## src/rtl/dfq_pkg.sv

```systemverilog
package dfq_pkg;

    localparam int ADDR_W   = 64;
    localparam int LEN_W    = 18;
    localparam int ID_W     = 8;
    localparam int FUNC_W   = 8;
    localparam int DESC_W   = 160;

    localparam int SRC_LSB  = 0;
    localparam int DST_LSB  = SRC_LSB + ADDR_W;
    localparam int LEN_LSB  = DST_LSB + ADDR_W;
    localparam int ID_LSB   = LEN_LSB + LEN_W;
    localparam int PRIO_BIT = DESC_W;
    localparam int FUNC_LSB = DESC_W + 1;

    typedef struct packed {
        logic              prio;
        logic [FUNC_W-1:0] func;
        logic [ID_W-1:0]   id;
        logic [LEN_W-1:0]  len;
        logic [ADDR_W-1:0] dst;
        logic [ADDR_W-1:0] src;
    } desc_t;

endpackage

```

## src/rtl/dfq_store.sv

```systemverilog
module dfq_store
    import dfq_pkg::*;
#(
    parameter int DEPTH = 4,
    localparam int PTR_W = (DEPTH > 1) ? $clog2(DEPTH) : 1,
    localparam int CNT_W = $clog2(DEPTH + 1)
) (
    input  logic  clk,
    input  logic  rst_n,
    input  logic  push,
    input  desc_t push_data,
    input  logic  pop,
    output desc_t head,
    output logic  empty,
    output logic  full
);

    typedef struct packed {
        logic [PTR_W-1:0] wr;
        logic [PTR_W-1:0] rd;
        logic [CNT_W-1:0] cnt;
    } ctl_t;

    ctl_t  ctl_q, ctl_d;
    desc_t mem_q [DEPTH];
    desc_t mem_d [DEPTH];
    logic  push_ok, pop_ok;

    function automatic logic [PTR_W-1:0] ptr_next(input logic [PTR_W-1:0] p);
        if (p == PTR_W'(DEPTH - 1)) begin
            return '0;
        end
        return p + 1'b1;
    endfunction

    always_comb begin
        ctl_d   = ctl_q;
        mem_d   = mem_q;
        empty   = (ctl_q.cnt == '0);
        full    = (ctl_q.cnt == CNT_W'(DEPTH));
        push_ok = push && !full;
        pop_ok  = pop && !empty;
        if (push_ok) begin
            mem_d[ctl_q.wr] = push_data;
            ctl_d.wr        = ptr_next(ctl_q.wr);
        end
        if (pop_ok) begin
            ctl_d.rd = ptr_next(ctl_q.rd);
        end
        case ({push_ok, pop_ok})
            2'b10:   ctl_d.cnt = ctl_q.cnt + 1'b1;
            2'b01:   ctl_d.cnt = ctl_q.cnt - 1'b1;
            default: ctl_d.cnt = ctl_q.cnt;
        endcase
        head = mem_q[ctl_q.rd];
    end

    always_ff @(posedge clk) begin
        if (!rst_n) begin
            ctl_q <= '0;
        end else begin
            ctl_q <= ctl_d;
        end
    end

    always_ff @(posedge clk) begin
        mem_q <= mem_d;
    end

endmodule

```

## src/rtl/dfq_splitter.sv

```systemverilog
module dfq_splitter
    import dfq_pkg::*;
#(
    parameter int FRAG_LOG2 = 9,
    parameter int FIDX_W    = 3,
    localparam int FLEN_W   = FRAG_LOG2 + 1
) (
    input  logic              clk,
    input  logic              rst_n,
    input  desc_t             head,
    input  logic              head_valid,
    input  logic              out_ready,
    output logic              out_valid,
    output logic              out_prio,
    output logic [FUNC_W-1:0] out_func,
    output logic [ID_W-1:0]   out_id,
    output logic [ID_W-1:0]   out_sub_id,
    output logic [ADDR_W-1:0] out_src,
    output logic [ADDR_W-1:0] out_dst,
    output logic [FLEN_W-1:0] out_len,
    output logic              out_last,
    output logic              retire
);

    localparam int FRAG_BYTES = 1 << FRAG_LOG2;
    localparam int MAX_LEN    = FRAG_BYTES << FIDX_W;
    localparam int KEEP_W     = ID_W - FIDX_W;

    typedef struct packed {
        logic [FIDX_W-1:0] idx;
    } st_t;

    st_t              st_q, st_d;
    logic [LEN_W-1:0] clip_len;
    logic [LEN_W-1:0] offset;
    logic [LEN_W-1:0] remain;
    logic             handshake;

    always_comb begin
        st_d       = st_q;
        clip_len   = (head.len > LEN_W'(MAX_LEN)) ? LEN_W'(MAX_LEN) : head.len;
        offset     = LEN_W'(st_q.idx) << FRAG_LOG2;
        remain     = clip_len - offset;
        out_last   = (remain <= LEN_W'(FRAG_BYTES));
        out_len    = out_last ? remain[FLEN_W-1:0] : FLEN_W'(FRAG_BYTES);
        out_src    = head.src + ADDR_W'(offset);
        out_dst    = head.dst + ADDR_W'(offset);
        out_sub_id = {head.id[KEEP_W-1:0], st_q.idx};
        out_id     = head.id;
        out_prio   = head.prio;
        out_func   = head.func;
        out_valid  = head_valid;
        handshake  = head_valid && out_ready;
        retire     = handshake && out_last;
        if (handshake) begin
            st_d.idx = out_last ? '0 : st_q.idx + 1'b1;
        end
    end

    always_ff @(posedge clk) begin
        if (!rst_n) begin
            st_q <= '0;
        end else begin
            st_q <= st_d;
        end
    end

endmodule

```

## src/rtl/desc_frag_queue.sv

```systemverilog
module desc_frag_queue
    import dfq_pkg::*;
#(
    parameter int HAS_FUNC  = 0,
    parameter int DEPTH     = 4,
    parameter int FRAG_LOG2 = 9,
    parameter int FIDX_W    = 3,
    localparam int IN_W     = DESC_W + 1 + (HAS_FUNC != 0 ? FUNC_W : 0),
    localparam int FLEN_W   = FRAG_LOG2 + 1
) (
    input  logic              clk,
    input  logic              rst_n,
    input  logic [IN_W-1:0]   in_data,
    input  logic              in_valid,
    output logic              in_ready,
    output logic              out_valid,
    input  logic              out_ready,
    output logic              out_prio,
    output logic [FUNC_W-1:0] out_func,
    output logic [ID_W-1:0]   out_id,
    output logic [ID_W-1:0]   out_sub_id,
    output logic [ADDR_W-1:0] out_src,
    output logic [ADDR_W-1:0] out_dst,
    output logic [FLEN_W-1:0] out_len,
    output logic              out_last
);

    desc_t             in_desc;
    desc_t             head;
    logic              empty, full, retire;
    logic [FUNC_W-1:0] in_func;

    if (HAS_FUNC != 0) begin : g_func
        assign in_func = in_data[FUNC_LSB +: FUNC_W];
    end else begin : g_nofunc
        assign in_func = '0;
    end

    always_comb begin
        in_desc.src  = in_data[SRC_LSB +: ADDR_W];
        in_desc.dst  = in_data[DST_LSB +: ADDR_W];
        in_desc.len  = in_data[LEN_LSB +: LEN_W];
        in_desc.id   = in_data[ID_LSB +: ID_W];
        in_desc.prio = in_data[PRIO_BIT];
        in_desc.func = in_func;
        in_ready     = !full;
    end

    dfq_store #(
        .DEPTH (DEPTH)
    ) u_store (
        .clk       (clk),
        .rst_n     (rst_n),
        .push      (in_valid && in_ready),
        .push_data (in_desc),
        .pop       (retire),
        .head      (head),
        .empty     (empty),
        .full      (full)
    );

    dfq_splitter #(
        .FRAG_LOG2 (FRAG_LOG2),
        .FIDX_W    (FIDX_W)
    ) u_split (
        .clk        (clk),
        .rst_n      (rst_n),
        .head       (head),
        .head_valid (!empty),
        .out_ready  (out_ready),
        .out_valid  (out_valid),
        .out_prio   (out_prio),
        .out_func   (out_func),
        .out_id     (out_id),
        .out_sub_id (out_sub_id),
        .out_src    (out_src),
        .out_dst    (out_dst),
        .out_len    (out_len),
        .out_last   (out_last),
        .retire     (retire)
    );

endmodule

```

## config.mk

```make
export PLATFORM = sky130hd
export DESIGN_NAME = desc_frag_queue
export DESIGN_NICKNAME = d
export VERILOG_FILES = /design/src/rtl/dfq_pkg.sv /design/src/rtl/dfq_store.sv /design/src/rtl/dfq_splitter.sv /design/src/rtl/desc_frag_queue.sv
export SDC_FILE = /design/constraint.sdc
export NUM_CORES = 1
export LEC_CHECK = 0
export BUFFER_PORTS_ARGS = -buffer_cell sky130_fd_sc_hd__buf_2
export CORE_MARGIN = 5
export CORE_UTILIZATION = 35
export CTS_BUF_LIST = sky130_fd_sc_hd__clkbuf_16
export CTS_CLUSTER_DIAMETER = 40
export CTS_CLUSTER_SIZE = 14
export DETAILED_ROUTE_END_ITERATION = 10
export GPL_TIMING_DRIVEN = 0
export PLACE_DENSITY = 0.64
export SYNTH_ARGS = -nofsm -noshare
export SYNTH_HDL_FRONTEND = slang
export SYNTH_SLANG_ARGS = --single-unit
```

## constraint.sdc

```tcl
create_clock -name clk -period 5.8 [get_ports clk]
set_input_delay 0.58 -clock clk [delete_from_list [all_inputs] [get_ports clk]]
set_output_delay 0.58 -clock clk [all_outputs]
set_load 0.02 [all_outputs]
```

==> PnR_summary.wiki, run 1 <==
{| class="wikitable"
! Metric !! Value
|-
| Result of the run || complete, no violations
|-
| IO Count || 331
|-
| Headroom to the max-slew limit || 0.3827
|-
| Required @ worst endpoint || 5.22 ns
|-
| Clock slew at reported path FFs || 0.05 ns
|-
| Num CTS Buffers || 95
|-
| CTS hold repair buffers || 0
|-
| Clock Skew || 0.02573 ns
|-
| Gr ovfl total || 0
|-
| Drt wl/cell || 23.43 um
|-
| Minimum clock period after layout || 5.533 ns
|-
| Type of origin of the critical path || flop
|-
| Netlist Area Pre-Place || 0.02570 mm^2
|-
| Final RePlAce weighted congestion || 0.8018
|-
| Warning count from the yosys run || 0
|-
| Iteration count of the initial detailed-routing pass || 6
|-
| Clk Tree Root Cell || sky130_fd_sc_hd__clkbuf_16
|-
| Most used DFF post-synth || sky130_fd_sc_hd__edfxtp_1
|-
| Crit path largest cell delay || 0.48 ns
|-
| Top cell type by total area after synthesis || sky130_fd_sc_hd__edfxtp_1
|-
| Fraction of synthesized cell area taken by the top area cell type || 0.7245
|-
| Most used cell along the critical path || sky130_fd_sc_hd__buf_8
|-
| TritonCTS clock tree || built
|-
| Vias in the first global route || 14780
|-
| Slew at the pin with the worst max-slew slack || 0.9232 ns
|-
| Total negative slack || 0 ns
|-
| Peak supply drop || 0.3870 mV
|-
| Global-route wire length before repair || 94940 um
|-
| Detailed Route WL || 65030 um
|-
| Clock latency on the worst-skew pair || 0.65 ns
|-
| Floorplan die area || 0.07894 mm^2
|-
| Final setup violation count || 0
|-
| Ys async rst share || 0
|-
| Number of synthesized register bits || 630
|-
| Slowest-stage cell, CP || sky130_fd_sc_hd__or3b_4
|-
| Filler cell count || 6338
|-
| Part of the Yosys area used for sequential elements || 0.7323
|-
| Max-Cap Viols || 0
|-
| Worst-path fanout max || 19
|-
| Number of enable-type register cells in the synthesized netlist || 620
|-
| Starting Density || 0.3528
|-
| Vias per std cell || 4.987
|-
| Leakage power figure || 11.13 nW
|-
| Ordered list of cells on the worst path || buf_12, buf_16, buf_6, buf_8, buf_8, clkbuf_8, mux4_2, ha_1, inv_1, fa_1, nor2b_1, o21ai_1, or3b_4, or2_4, nor3b_4, xor2_2, buf_4
|-
| Capturing element type of the critical path || output port
|-
| Post-Synthesis Mean Instance Area || 19.98 um^2
|-
| Count of input and output buffers || 316
|-
| Area overhead of the layout relative to synthesis || 26.64%
|-
| Die W || 281.0 um
|-
| Hold/Removal Path Class || input pin to flop
|-
| Data arrival, critical path || 4.95 ns
|-
| Multi-input combinational cell area || 0.006514 mm^2
|-
| Yosys cell types || 62
|-
| Placeable core region || 0.07283 mm^2
|-
| Final Slew Violations || 0
|-
| Max Clk Rate || 0.1807 GHz
|-
| Placed wire-length estimate || 44560 um
|-
| Inst Count DP || 2580
|-
| Vertical die dimension || 281.0 um
|-
| Violation count after the first detailed-route iteration || 858
|-
| Path type of the worst setup path || flop to output port
|-
| Share of the cycle needed by the critical path after routing || 0.9539
|-
| Unrepaired setup endpoints after global routing || false
|-
| Logic depth of the worst register-to-register path || 25
|-
| TritonCTS Sinks || 630
|-
| Non-Filler Instances || 2775
|-
| Net count of the finished layout || 1913
|-
| Fraction of layout cells with a size suffix above 1 || 0.4031
|-
| Total power draw || 12.13 mW
|-
| Count of antenna-violating nets left after detailed routing || 0
|-
| Number of instances on the worst hold path || 1
|-
| Vias post-DR || 13840
|-
| GRT Total Usage || 0.1623
|-
| Number of remaining DRC errors || 0
|-
| Antenna violations before repair || 19
|-
| Largest net degree at the start of global routing || 48
|-
| Post-synthesis cell count || 1286
|-
| Final number of hold-violating endpoints || 0
|-
| Most area-consuming cells after synthesis || sky130_fd_sc_hd__edfxtp_1 72%, sky130_fd_sc_hd__mux4_2 12%, sky130_fd_sc_hd__xnor2_1 2.1%, sky130_fd_sc_hd__xor2_1 1.6%, sky130_fd_sc_hd__dfxtp_1 0.78%
|-
| Sequential cell area || 0.01882 mm^2
|-
| # rows || 99
|-
| Deepest level of the CTS H-tree || 3
|-
| CTS Buffer Depth || 3
|-
| Power density over the cells || 372.6 mW/mm^2
|}
-- cell families (layout without fill, tap and decap cells) --
logic type	after synthesis	count (layout)	share of synthesized area
XOR/XNOR	109	109	0.03715
AND/OR/NAND/NOR	258	258	0.05595
flip-flops	630	630	0.7323
other	1	18	0.0001459
buffers and inverters	84	597	0.02167
AO/OA/AOI/OAI	25	25	0.006866
adder cells (fa/ha/maj)	20	20	0.01091
multiplexers	159	159	0.1350
-- cells in the final DEF (no fill, tap or decap), drive strengths merged, types with 33 or more instances in the layout --
master	n
buf	386
clkbuf	104
edfxtp	620
inv	56
mux4	148
nand2	47
nand4	33
nor2	42
xnor2	63
xor2	46
-- Yosys cell counts, types with 4 or more instances --
library cell / count
sky130_fd_sc_hd__nand2b_1: 5
sky130_fd_sc_hd__buf_2: 13
sky130_fd_sc_hd__mux4_2: 142
sky130_fd_sc_hd__dfxtp_1: 10
sky130_fd_sc_hd__nor3_1: 24
sky130_fd_sc_hd__nor2b_1: 9
sky130_fd_sc_hd__edfxtp_1: 620
sky130_fd_sc_hd__xnor2_1: 63
sky130_fd_sc_hd__mux2i_1: 9
sky130_fd_sc_hd__inv_1: 27
sky130_fd_sc_hd__nor4_1: 7
sky130_fd_sc_hd__nor2_1: 40
sky130_fd_sc_hd__a21boi_0: 4
sky130_fd_sc_hd__fa_1: 4
sky130_fd_sc_hd__nand3_1: 26
sky130_fd_sc_hd__ha_1: 16
sky130_fd_sc_hd__or2_2: 4
sky130_fd_sc_hd__nand4_1: 31
sky130_fd_sc_hd__and3_1: 11
sky130_fd_sc_hd__and2_1: 20
sky130_fd_sc_hd__clkbuf_1: 9
sky130_fd_sc_hd__nand2_1: 47
sky130_fd_sc_hd__o21ai_0: 4
sky130_fd_sc_hd__buf_8: 5
sky130_fd_sc_hd__xor2_1: 46
sky130_fd_sc_hd__or3_1: 4
sky130_fd_sc_hd__buf_4: 18
sky130_fd_sc_hd__buf_6: 7
sky130_fd_sc_hd__and4_1: 4
sky130_fd_sc_hd__mux4_1: 6
sky130_fd_sc_hd__nor3b_1: 4
-- path summary, 6_finish.rpt --
path                                           end  slack, ns              from
worst max-delay path                   out_dst[41]       0.27  u_store.ctl_q[4]
worst min-delay path            u_store.mem_q[606]       0.15      in_data[117]
worst max register to register    u_store.ctl_q[2]       0.53  u_store.ctl_q[3]
worst min register to register    u_store.ctl_q[2]       0.52  u_store.ctl_q[2]
-- critical path: cells and delay by family (launching register included) --
family / cells / cell delay (ns)
buffers and inverters: 8 / 1.45
and+or+nand+nor: 4 / 1.20
adders and majority gates: 2 / 0.59
DFF: 1 / 0.39
xor gates and xnor gates: 1 / 0.25
muxes: 1 / 0.20
AOI/OAI and AO/OA: 1 / 0.13
-- registers in the layout (all words and copies together), names as in the netlist --
signal / flops
u_store.ctl_q: 7
u_split.st_q: 3
u_store.mem_q: 620
-- layout make-up --
| type | count | area share |
|---|---|---|
| clock buffers | 96 | 0.07382 |
| plain buffers | 49 | 0.01599 |
| flip-flops and latches | 630 | 0.5783 |
| repair buffers | 346 | 0.06375 |
| multi-input cells | 579 | 0.2002 |
| diodes | 10 | 0.0007690 |
| clock inverters | 79 | 0.02726 |
| inverters | 27 | 0.003114 |
| well taps | 959 | 0.03687 |
-- per-layer routing --
layer	GRT usage	share of wire	vias up	wire, um
met3	0.05989	0.089	117	5811
met4	0.05662	0.025	18	1627
met5	0	0.0018	-	116
met2	0.2670	0.49	442	31820
li1	-	-	6118	-
met1	0.1989	0.39	7143	25650
-- stage by stage --
stage	utilization	area, um^2	hold slack, ns	setup WS, ns
finish	0.4468	32540	0.1458	0.2673
global route	0.4466	32530	0.1010	0.002376
CTS	0.4447	32390	0.09376	0.01824
detailed placement	0.3962	28850	0.5165	-1.507
global placement	0.3913	28500	0.4854	-2.444
floorplan	-	25720	0.4730	0.7848
-- power breakdown --
part	internal (mW)	switching [mW]	leakage, nW
clock network	3.58	2.18	1.61
logic	0.424	0.671	3.74
registers	5.23	0.0462	5.77
total	9.23	2.89	11.1
-- repair_timing --
item | 4_1_cts | 5_1_grt
cloned | 1 | 0
setup buffers | 9 | 8
gates resized for setup | 49 | 16
setup endpoints to repair | 127 | 50
pin swaps | 4 | 5
(Power assumes the default switching activity.)
==> inputs of run 2 (changes only) <==
--- a/config.mk
+++ b/config.mk
@@ -12,7 +12,6 @@
 export CTS_CLUSTER_DIAMETER = 40
 export CTS_CLUSTER_SIZE = 14
 export DETAILED_ROUTE_END_ITERATION = 10
-export GPL_TIMING_DRIVEN = 0
 export PLACE_DENSITY = 0.64
 export SYNTH_ARGS = -nofsm -noshare
 export SYNTH_HDL_FRONTEND = slang
==> run 2 against run 1 <==
Net effect: hold slack better by 0.019 ns; clock power decreased by 3.8%; power decreased by 2.5%; via count decreased by 2.9%; highest routed layer unchanged; maximum frequency grew 2.9%; global-route usage shrank 1.0 points; utilization is 1.3 points lower; register-to-register slack better by 0.33 ns; first-iteration DRC count fell by 7.7%; combinational power shrank 7%; sequential power barely moved; worst setup slack better by 0.16 ns.
==> PnR_summary.wiki, run 2 (synthesis gave the netlist of run 1 again) <==
{| class="wikitable"
! Metric !! Value
|-
| Result of the run || complete, no violations
|-
| # rows || 99
|-
| Worst-path fanout max || 28
|-
| Share of total power in sequential cells || 0.446
|-
| Portion of total power attributed to combinational logic || 0.086
|-
| Type of origin of the critical path || flop
|-
| Largest net degree at the start of global routing || 92
|-
| Peak supply drop || 0.2441 mV
|-
| Deepest level of the CTS H-tree || 3
|-
| Top flop regs || u_store.mem_q x620, u_store.ctl_q x7, u_split.st_q x3
|-
| Minimum clock period after layout || 5.376 ns
|-
| Detailed Route WL || 61230 um
|-
| Data arrival, critical path || 4.80 ns
|-
| Floorplan die area || 0.07894 mm^2
|-
| Global-route wire length before repair || 89910 um
|-
| Final Slew Violations || 0
|-
| Most frequent cells in the layout || 620 x sky130_fd_sc_hd__edfxtp_1, 316 x sky130_fd_sc_hd__buf_2, 142 x sky130_fd_sc_hd__mux4_2
|-
| # resized after CTS || 0
|-
| Clock latency on the worst-skew pair || 0.62 ns
|-
| Area overhead of the layout relative to synthesis || 22.86%
|-
| Internal power consumption || 8.998 mW
|-
| Critical register-to-register path startpoint || u_store.ctl_q[3]
|-
| Vias in the first global route || 14440
|-
| Number of flip-flops in the largest register || 620
|-
| TritonCTS clock tree || built
|-
| Leakage power figure || 10.67 nW
|-
| Final setup violation count || 0
|-
| Capturing element type of the critical path || output port
|-
| Antenna violations before repair || 17
|-
| Net switching power of the design || 2.825 mW
|-
| IO Count || 331
|-
| Number of remaining DRC errors || 0
|-
| Vias per std cell || 4.926
|-
| Iteration count of the initial detailed-routing pass || 7
|-
| GRT Total Usage || 0.1524
|-
| Vertical die dimension || 281.0 um
|-
| Vias post-DR || 13440
|-
| Final hold slack || 0.1651 ns
|-
| Starting Density || 0.3528
|-
| Multi-input combinational cell area || 0.006367 mm^2
|-
| Clk Tree Root Cell || sky130_fd_sc_hd__clkbuf_16
|-
| Num CTS Buffers || 92
|-
| Slew at the pin with the worst max-slew slack || 0.9624 ns
|-
| Count of antenna-violating nets left after detailed routing || 0
|-
| Final core occ || 0.4335
|-
| Share of the cycle needed by the critical path after routing || 0.9268
|-
| Switching share of power || 0.2389
|-
| Max Clk Rate || 0.1860 GHz
|-
| Gr ovfl total || 0
|-
| Register with the most flip-flops || u_store.mem_q
|-
| Required @ worst endpoint || 5.22 ns
|-
| Power density over the cells || 374.5 mW/mm^2
|-
| Final RePlAce weighted congestion || 0.7862
|-
| Drt wl/cell || 22.44 um
|-
| Fraction of layout cells with a size suffix above 1 || 0.3889
|-
| TritonCTS Sinks || 630
|-
| CTS hold repair buffers || 0
|-
| Clock Skew || 0.02013 ns
|-
| Hold/Removal Path Class || input pin to flop
|-
| Unrepaired setup endpoints after global routing || false
|-
| Crit. Startpoint || u_store.ctl_q[3]
|-
| Final number of hold-violating endpoints || 0
|-
| Placeable core region || 0.07283 mm^2
|-
| Path type of the worst setup path || flop to output port
|-
| Filler cell count || 6410
|-
| Max-Cap Viols || 0
|-
| Total negative slack || 0 ns
|-
| Placed wire-length estimate || 39680 um
|-
| Most common library cell in the layout ignoring fill and taps || sky130_fd_sc_hd__edfxtp_1
|-
| Clock power share || 0.468
|-
| Cell area after layout || 0.03157 mm^2
|-
| Count of input and output buffers || 316
|-
| Net count of the finished layout || 1868
|-
| Clock slew at reported path FFs || 0.06 ns
|-
| Start point of the worst min-delay path || in_data[53]
|-
| Violation count after the first detailed-route iteration || 792
|-
| Die W || 281.0 um
|-
| CTS Buffer Depth || 3
|-
| Headroom to the max-slew limit || 0.3584
|-
| Post-DP Area || 0.02834 mm^2
|-
| Sequential cell area || 0.01883 mm^2
|}
-- run 2: critical path: stages (launching register included) --
cell	delay, ns
sky130_fd_sc_hd__dfxtp_4	0.48
sky130_fd_sc_hd__buf_4	0.18
sky130_fd_sc_hd__buf_4	0.36
sky130_fd_sc_hd__buf_4	0.57
sky130_fd_sc_hd__mux4_2	0.42
sky130_fd_sc_hd__nand4_2	0.17
sky130_fd_sc_hd__or4_4	0.62
sky130_fd_sc_hd__nor2_2	0.59
sky130_fd_sc_hd__and4bb_2	0.33
sky130_fd_sc_hd__xor2_1	0.17
sky130_fd_sc_hd__buf_2	0.22
-- run 2: metrics by stage --
stage | total power, mW | cells | setup WS (ns)
6_report | 11.82 | 2728 | 0.4244
5_1_grt | 12.28 | 2722 | 0.04621
4_1_cts | 11.99 | 2709 | 0.1245
3_5_place_dp | 6.395 | 2539 | 0.6697
3_3_place_gp | 6.360 | 2539 | 0.6757
2_1_floorplan | 6.036 | 1293 | 0.7848
-- run 2: what timing repair did --
item                                    CTS  global route
endpoints found under the setup margin    0            17
hold endpoints to repair                  0             0
buffers inserted                          0             9
-- run 2: final cells by class --
cell class	instances	share of cell area
Tap cell	959	0.03801
Clock buffer	94	0.07451
Clock inverter	76	0.02501
Antenna cell	10	0.0007926
Inverter	27	0.003210
Sequential cell	630	0.5963
Timing Repair Buffer	353	0.06048
Multi-Input combinational cell	579	0.2017
-- run 2: layer usage --
metal,routed length [um],GRT usage
met1,23810,0.1845
met2,30440,0.2563
met3,5394,0.05416
met4,1485,0.04984
met5,94,0
-- run 2: power groups by stage --
stage	logic [mW]	registers (mW)	clock network (mW)
floorplan	0.650	5.39	0
global placement	1.00	5.36	0
detailed placement	1.02	5.38	0
CTS	1.03	5.28	5.68
global route	1.09	5.29	5.89
finish	1.01	5.28	5.53
-- run 2: final timing paths --
path                                      endpoint  slack, ns  cells after the start
worst max-delay path                   out_dst[40]       0.42                     10
worst min-delay path            u_store.mem_q[216]       0.17                      1
worst max register to register    u_store.ctl_q[2]       0.86                     18
worst min register to register    u_store.ctl_q[2]       0.52                      2
